[src/rtl/eerd_pkg.sv]
package eerd_pkg;

  typedef enum logic [3:0] {
    ST_IDLE,
    ST_PRE,
    ST_POLL_OP,
    ST_POLL_IN,
    ST_GAP,
    ST_RD_OP,
    ST_RD_ADDR,
    ST_RD_WORD,
    ST_HOLD
  } eerd_state_e;

  localparam logic [7:0] OPC_STATUS = 8'h05;
  localparam logic [7:0] OPC_READ   = 8'h03;
  localparam logic [7:0] OPC_HI_BIT = 8'h08;

endpackage

[src/rtl/eerd_countdown.sv]
module eerd_countdown #(
  parameter int W = 8
) (
  input  logic         clk,
  input  logic         rst_n,
  input  logic         load,
  input  logic [W-1:0] val,
  output logic         fired
);

  logic [W-1:0] cnt_q;
  logic         run_q;

  always_ff @(posedge clk) begin
    if (!rst_n) begin
      cnt_q <= '0;
      run_q <= 1'b0;
      fired <= 1'b0;
    end else if (load) begin
      cnt_q <= val;
      run_q <= (val != '0);
      fired <= 1'b0;
    end else if (run_q) begin
      if (cnt_q <= W'(1)) begin
        run_q <= 1'b0;
        fired <= 1'b1;
      end else begin
        cnt_q <= cnt_q - W'(1);
        fired <= 1'b0;
      end
    end else begin
      fired <= 1'b0;
    end
  end

endmodule

[src/rtl/eerd_bit_shifter.sv]
module eerd_bit_shifter #(
  parameter int HALF_CYC = 250
) (
  input  logic        clk,
  input  logic        rst_n,
  input  logic        go,
  input  logic [4:0]  nbits,
  input  logic [15:0] tx,
  input  logic        miso,
  output logic        sck,
  output logic        mosi,
  output logic        done,
  output logic [15:0] rx
);

  localparam int HW = (HALF_CYC < 2) ? 1 : $clog2(HALF_CYC);
  localparam logic [HW-1:0] RELOAD = HW'(HALF_CYC - 1);

  logic [HW-1:0] tmr_q;
  logic [3:0]    idx_q;
  logic [15:0]   tx_q;
  logic          active_q;
  logic [3:0]    first_idx;

  assign first_idx = 4'(nbits - 5'd1);

  always_ff @(posedge clk) begin
    if (!rst_n) begin
      tmr_q    <= '0;
      idx_q    <= '0;
      tx_q     <= '0;
      active_q <= 1'b0;
      sck      <= 1'b0;
      mosi     <= 1'b0;
      done     <= 1'b0;
      rx       <= '0;
    end else begin
      done <= 1'b0;
      if (!active_q) begin
        if (go) begin
          active_q <= 1'b1;
          idx_q    <= first_idx;
          tx_q     <= tx;
          mosi     <= tx[first_idx];
          tmr_q    <= RELOAD;
          sck      <= 1'b0;
          rx       <= '0;
        end
      end else if (tmr_q != '0) begin
        tmr_q <= tmr_q - HW'(1);
      end else if (!sck) begin
        sck   <= 1'b1;
        rx    <= {rx[14:0], miso};
        tmr_q <= RELOAD;
      end else begin
        sck   <= 1'b0;
        tmr_q <= RELOAD;
        if (idx_q == 4'd0) begin
          active_q <= 1'b0;
          done     <= 1'b1;
          mosi     <= 1'b0;
        end else begin
          idx_q <= idx_q - 4'd1;
          mosi  <= tx_q[idx_q - 4'd1];
        end
      end
    end
  end

  // data line holds through a high SCK phase
  a_r9_mosi_steady_high: assert property (@(posedge clk) disable iff (!rst_n)
    (sck && $past(sck)) |-> $stable(mosi));

  // data line rests low when no bits are moving
  a_r9_mosi_idle_low: assert property (@(posedge clk) disable iff (!rst_n)
    !active_q |-> !mosi);

  // clock only rises inside an active shift
  a_r10_sck_only_active: assert property (@(posedge clk) disable iff (!rst_n)
    $rose(sck) |-> active_q);

endmodule

[src/rtl/spi_eeprom_reader.sv]
module spi_eeprom_reader
  import eerd_pkg::*;
#(
  parameter int HALF_CYC     = 250,
  parameter int GAP_CYC      = 1250,
  parameter int MAX_WAIT_CYC = 1250000,
  parameter int OFF_W        = 15,
  parameter int CNT_W        = 16
) (
  input  logic             clk,
  input  logic             rst_n,
  input  logic             start,
  input  logic             cfg_addr16,
  input  logic [OFF_W-1:0] word_offset,
  input  logic [CNT_W-1:0] word_count,
  output logic             busy,
  output logic             err,
  output logic             rd_valid,
  input  logic             rd_ready,
  output logic [15:0]      rd_data,
  output logic             spi_cs_n,
  output logic             spi_sck,
  output logic             spi_mosi,
  input  logic             spi_miso
);

  localparam int TMR_MAX = (HALF_CYC > GAP_CYC) ? HALF_CYC : GAP_CYC;
  localparam int TMR_W   = $clog2(TMR_MAX + 1);
  localparam int ACC_W   = $clog2(MAX_WAIT_CYC + GAP_CYC + 1);
  localparam logic [TMR_W-1:0] T_HALF = TMR_W'(HALF_CYC);
  localparam logic [TMR_W-1:0] T_GAP  = TMR_W'(GAP_CYC);
  localparam logic [ACC_W-1:0] A_GAP  = ACC_W'(GAP_CYC);
  localparam logic [ACC_W-1:0] A_MAX  = ACC_W'(MAX_WAIT_CYC);

  eerd_state_e      st_q;
  logic [OFF_W-1:0] off_q;
  logic [CNT_W-1:0] left_q;
  logic [ACC_W-1:0] acc_q;
  logic [ACC_W-1:0] acc_next;
  logic             wide_q;
  logic             ready_seen_q;
  logic             cs_n_q;

  logic             sh_go_q;
  logic [4:0]       sh_nbits_q;
  logic [15:0]      sh_tx_q;
  logic             sh_done;
  logic [15:0]      sh_rx;

  logic             tmr_load_q;
  logic [TMR_W-1:0] tmr_val_q;
  logic             tmr_fired;

  logic [15:0]      byte_addr;
  logic             hi_bit;
  logic [7:0]       read_opc;

  assign byte_addr = 16'({off_q, 1'b0});
  assign hi_bit    = !wide_q && (off_q >= OFF_W'(128));
  assign read_opc  = hi_bit ? (OPC_READ | OPC_HI_BIT) : OPC_READ;
  assign acc_next  = acc_q + A_GAP;
  assign spi_cs_n  = cs_n_q;

  eerd_bit_shifter #(.HALF_CYC(HALF_CYC)) u_shift (
    .clk   (clk),
    .rst_n (rst_n),
    .go    (sh_go_q),
    .nbits (sh_nbits_q),
    .tx    (sh_tx_q),
    .miso  (spi_miso),
    .sck   (spi_sck),
    .mosi  (spi_mosi),
    .done  (sh_done),
    .rx    (sh_rx)
  );

  eerd_countdown #(.W(TMR_W)) u_wait (
    .clk   (clk),
    .rst_n (rst_n),
    .load  (tmr_load_q),
    .val   (tmr_val_q),
    .fired (tmr_fired)
  );

  always_ff @(posedge clk) begin
    if (!rst_n) begin
      st_q         <= ST_IDLE;
      off_q        <= '0;
      left_q       <= '0;
      acc_q        <= '0;
      wide_q       <= 1'b0;
      ready_seen_q <= 1'b0;
      cs_n_q       <= 1'b1;
      busy         <= 1'b0;
      err          <= 1'b0;
      rd_valid     <= 1'b0;
      rd_data      <= '0;
      sh_go_q      <= 1'b0;
      sh_nbits_q   <= '0;
      sh_tx_q      <= '0;
      tmr_load_q   <= 1'b0;
      tmr_val_q    <= '0;
    end else begin
      sh_go_q    <= 1'b0;
      tmr_load_q <= 1'b0;
      unique case (st_q)
        ST_IDLE: begin
          if (start && (word_count != '0)) begin
            off_q        <= word_offset;
            left_q       <= word_count;
            wide_q       <= cfg_addr16;
            acc_q        <= '0;
            ready_seen_q <= 1'b0;
            busy         <= 1'b1;
            err          <= 1'b0;
            tmr_load_q   <= 1'b1;
            tmr_val_q    <= T_HALF;
            st_q         <= ST_PRE;
          end
        end
        ST_PRE: begin
          if (tmr_fired) begin
            cs_n_q     <= 1'b0;
            sh_go_q    <= 1'b1;
            sh_nbits_q <= 5'd8;
            if (ready_seen_q) begin
              sh_tx_q <= {8'h00, read_opc};
              st_q    <= ST_RD_OP;
            end else begin
              sh_tx_q <= {8'h00, OPC_STATUS};
              st_q    <= ST_POLL_OP;
            end
          end
        end
        ST_POLL_OP: begin
          if (sh_done) begin
            sh_go_q    <= 1'b1;
            sh_nbits_q <= 5'd8;
            sh_tx_q    <= '0;
            st_q       <= ST_POLL_IN;
          end
        end
        ST_POLL_IN: begin
          if (sh_done) begin
            cs_n_q     <= 1'b1;
            tmr_load_q <= 1'b1;
            if (!sh_rx[0]) begin
              ready_seen_q <= 1'b1;
              tmr_val_q    <= T_HALF;
              st_q         <= ST_PRE;
            end else begin
              tmr_val_q <= T_GAP;
              st_q      <= ST_GAP;
            end
          end
        end
        ST_GAP: begin
          if (tmr_fired) begin
            if (acc_next >= A_MAX) begin
              err  <= 1'b1;
              busy <= 1'b0;
              st_q <= ST_IDLE;
            end else begin
              acc_q      <= acc_next;
              cs_n_q     <= 1'b0;
              sh_go_q    <= 1'b1;
              sh_nbits_q <= 5'd8;
              sh_tx_q    <= {8'h00, OPC_STATUS};
              st_q       <= ST_POLL_OP;
            end
          end
        end
        ST_RD_OP: begin
          if (sh_done) begin
            sh_go_q    <= 1'b1;
            sh_nbits_q <= wide_q ? 5'd16 : 5'd8;
            sh_tx_q    <= wide_q ? byte_addr : {8'h00, byte_addr[7:0]};
            st_q       <= ST_RD_ADDR;
          end
        end
        ST_RD_ADDR: begin
          if (sh_done) begin
            sh_go_q    <= 1'b1;
            sh_nbits_q <= 5'd16;
            sh_tx_q    <= '0;
            st_q       <= ST_RD_WORD;
          end
        end
        ST_RD_WORD: begin
          if (sh_done) begin
            rd_data  <= {sh_rx[7:0], sh_rx[15:8]};
            rd_valid <= 1'b1;
            st_q     <= ST_HOLD;
          end
        end
        ST_HOLD: begin
          if (rd_ready) begin
            rd_valid <= 1'b0;
            if (left_q == CNT_W'(1)) begin
              cs_n_q <= 1'b1;
              busy   <= 1'b0;
              st_q   <= ST_IDLE;
            end else begin
              left_q     <= left_q - CNT_W'(1);
              sh_go_q    <= 1'b1;
              sh_nbits_q <= 5'd16;
              sh_tx_q    <= '0;
              st_q       <= ST_RD_WORD;
            end
          end
        end
        default: st_q <= ST_IDLE;
      endcase
    end
  end

  // serial clock parked whenever the device is deselected
  a_r10_sck_low_deselected: assert property (@(posedge clk) disable iff (!rst_n)
    spi_cs_n |-> !spi_sck);

  // data line low whenever the device is deselected
  a_r9_mosi_low_deselected: assert property (@(posedge clk) disable iff (!rst_n)
    spi_cs_n |-> !spi_mosi);

  // a waiting word holds until accepted
  a_r11_hold_word: assert property (@(posedge clk) disable iff (!rst_n)
    (rd_valid && !rd_ready) |=> (rd_valid && $stable(rd_data)));

  // the bus is stalled while a word waits
  a_r11_sck_parked: assert property (@(posedge clk) disable iff (!rst_n)
    rd_valid |-> !spi_sck);

  // every offered word lies inside a busy window
  a_r12_valid_in_busy: assert property (@(posedge clk) disable iff (!rst_n)
    rd_valid |-> busy);

  // a timeout is reported only once the request has ended, bus released
  a_r4_err_idle: assert property (@(posedge clk) disable iff (!rst_n)
    err |-> (!busy && spi_cs_n));

endmodule

[config.mk]
export PLATFORM = sky130hd
export DESIGN_NAME = spi_eeprom_reader
export DESIGN_NICKNAME = d
export VERILOG_FILES = /design/src/rtl/eerd_pkg.sv /design/src/rtl/eerd_countdown.sv /design/src/rtl/eerd_bit_shifter.sv /design/src/rtl/spi_eeprom_reader.sv
export SDC_FILE = /design/constraint.sdc
export NUM_CORES = 1
export LEC_CHECK = 0
export BUFFER_PORTS_ARGS = -buffer_cell sky130_fd_sc_hd__buf_2
export CAP_MARGIN = 20
export CORE_MARGIN = 2
export CORE_UTILIZATION = 57
export DETAILED_ROUTE_END_ITERATION = 10
export PLACE_DENSITY = 0.75
export SETUP_SLACK_MARGIN = 0.4
export SLEW_MARGIN = 20
export SYNTH_ARGS = -nofsm -noshare
export SYNTH_HDL_FRONTEND = slang
export SYNTH_SLANG_ARGS = --single-unit
[constraint.sdc]
create_clock -name clk -period 4.3 [get_ports clk]
set_input_delay 0.43 -clock clk [delete_from_list [all_inputs] [get_ports clk]]
set_output_delay 0.43 -clock clk [all_outputs]
set_load 0.05 [all_outputs]
==> reports/summary.txt <==
Routability cong. - 0.905
Setup bufs post-CTS - 0
Syn Std Cell Area - 7930 um2
Clock H-tree levels - 4
Placed insts - 1185
DR WL/cell - 14.5 um
I/O pin cnt - 59
CP required - 4.66 ns
Startpoint types - flip-flop
Root Buffer Master - clkbuf_16
Status - completed
Clk_lat worst skew - 0.42 ns
Post-synthesis cell type count - 73
Tot GR Track Use - 0.243
Fin. Hold Viols - 0
#FFs+latches synth - 160
DRT Wirelength - 17700 um
Vias in the first global route - 6223
Die height - 122 um
Synth area leaders - dfxtp_1 40%, nand2_1 9.0%, a21oi_1 7.8%
Die ar. - 14900 um2
Nets@finish - 1069
First-pass GRT wire length - 29600 um
Post-Layout Cell Count - 1217
Hold-fix buffers at CTS - 0
First DRT Iteration DRCs - 511
Syn Nets - 1048
Post_cts resized - 0
Vias/cell - 5.80
Initial antenna violation count - 0
CP Data Arrival Time - 3.72 ns
Share of the synthesized area in the top cell type - 0.404
Number of buffers created by CTS - 17
Min cycle time layout - 3.36 ns
HPWL after detailed placement - 11600 um
Leakage power - 3.31 nW
DR DRC count - 0
Register area share after synthesis - 0.404
RSZ-0062 raised after global routing - no
Hold Crit Class - input pin to flip-flop
Post-synth EDFFs - 0
Area Overhead vs Synth - 11.9%
Fin area - 8880 um2
Fmax achieved - 298 MHz
Max Cap Violations - 0
Max clock buf depth - 2
TritonCTS clock tree - done
Slew Limit Headroom - 0.311
Final setup viols - 0
Warnings from Yosys - 0
DP Area - 8230 um2
Crit Path Max Fanout - 31
Initial core utilization - 0.578
Std-Cell Rows - 43
WHS - 0.237 ns
Power Dens Cells - 684 nW/um2
Core Footprint - 13700 um2
Clk_skew - 0.00898 ns
Overflow after GRT - 0
Syn Inst Count - 1003
CTS clk-pin slew, worst paths - 0.07 ns
Post-synth ARST share - 0
Layout cells sized above 1 - 0.134
Max-slew violations - 0
First-pass iteration count of the detailed router - 5
Top_reg_cell synth - dfxtp_1
Die X - 122 um
Largest area contributor in the netlist - dfxtp_1
Avg Cell Area, Syn - 7.91 um2
PortBufs - 58
Crit Path Category - flip-flop to flip-flop
CTS sink cnt - 160
TNS Setup - 0 ns
Period Utilization, post-route - 0.781
Inserted Diodes - 0
Worst VDD drop - 0.417 mV
Critical path endpoint category - flip-flop
Vias post-DR - 7062
Largest net degree at the start of global routing - 51
Tightest Pin Transition - 1.03 ns
Antenna-violating nets left - 0
[cells by family (layout without fill, tap and decap cells)]
| logic type | count (synthesis) | in the layout | synth area share |
|---|---|---|---|
| simple gates | 438 | 438 | 0.263 |
| compound gates | 264 | 264 | 0.211 |
| flops | 160 | 160 | 0.404 |
| buf+inv | 89 | 123 | 0.0502 |
| xor+xnor | 27 | 27 | 0.0298 |
| mux | 17 | 17 | 0.0293 |
| fa+ha+maj | 8 | 8 | 0.0126 |
[through the flow]
| step | utilization | power, mW | worst slack [ns] |
|---|---|---|---|
| 2_1_floorplan | - | 3.95 | 1.62 |
| 3_3_place_gp | 0.600 | 4.41 | 1.10 |
| 3_5_place_dp | 0.600 | 4.44 | 0.997 |
| 4_1_cts | 0.646 | 6.08 | 0.960 |
| 5_1_grt | 0.647 | 6.48 | 0.569 |
| 6_report | 0.647 | 6.07 | 0.943 |
[final cells by class]
class	instances	area, um2
Sequential cell	160	3200
Tap cell	180	225
Timing Repair Buffer	69	373
Fill cell	1236	4840
Multi-Input combinational cell	754	4360
Clock buffer	18	429
Clock inverter	14	205
Inverter	22	83.8
[cell usage in the layout, fill, tap and decap left out, types with 4 or more instances in the layout]
cell	n
nor3_2	7
o21ai_0	30
nand2_1	190
nand2b_1	6
or3_1	6
mux4_2	5
clkinv_4	4
a21o_1	8
clkbuf_16	17
a21oi_1	122
nor2_1	90
ha_1	8
nor3_1	23
nand4_1	9
bufinv_16	4
o211ai_1	6
mux2i_1	12
and2_1	5
inv_1	20
a22oi_1	4
o221a_2	6
nor4_1	20
o21ai_1	13
buf_4	11
a211oi_1	19
nor2b_1	8
nand3_1	39
xnor2_1	18
o21bai_1	7
and3_1	7
xor2_1	9
or4_1	6
a211o_1	6
a31oi_1	8
dfxtp_1	160
buf_2	58
[final timing paths]
check,from,to,slack (ns),cells past startpoint
worst min register to register,sh_tx_q[9],u_shift.tx_q[9],0.45,2
worst max-delay path,acc_q[1],acc_q[14],0.94,9
worst min-delay path,word_offset[8],off_q[8],0.24,3
worst max register to register,acc_q[1],acc_q[14],0.94,9
[power breakdown]
| group | internal, mW | switching [mW] | total (mW) | leakage [nW] |
|---|---|---|---|---|
| registers | 1.76 | 0.278 | 2.03 | 1.30 |
| clock network | 0.984 | 0.646 | 1.63 | 0.307 |
| logic | 0.893 | 1.51 | 2.41 | 1.71 |
| total | 3.63 | 2.44 | 6.07 | 3.31 |
[synth_stat cells, types with 18 or more instances]
cell type / instances
a211oi_1: 19
a21oi_1: 123
clkbuf_1: 42
dfxtp_1: 160
inv_1: 20
nand2_1: 190
nand3_1: 39
nor2_1: 90
nor3_1: 25
nor4_1: 21
o21ai_0: 30
xnor2_1: 18
[per-layer routing]
metal  vias up  GRT usage  share of wire
li1       3583          -              -
met1      3289      0.336           0.48
met2       168      0.385           0.46
met3        22     0.0449          0.044
met4         0     0.0805          0.015
met5         -          0              0
[worst max-delay path, stage by stage (launching register included)]
cell      delay (ns)
dfxtp_1         0.48
ha_1            0.34
nand3_1         0.23
a211oi_1        0.64
o211a_1         0.27
o22ai_1         0.12
o221ai_4        0.30
nand4_4         0.46
nor3_1          0.34
a211o_1         0.13
[state kept, by name (all words and copies together), names as in the netlist, 3 cells and up]
signal,cells
u_shift.tx_q,16
u_shift.rx,16
st_q,4
u_shift.tmr_q,8
sh_tx_q,16
u_wait.cnt_q,11
tmr_val_q,3
rd_data,16
u_shift.idx_q,4
left_q,16
acc_q,20
off_q,15
No activity file was read; power rests on OpenSTA's default activity.
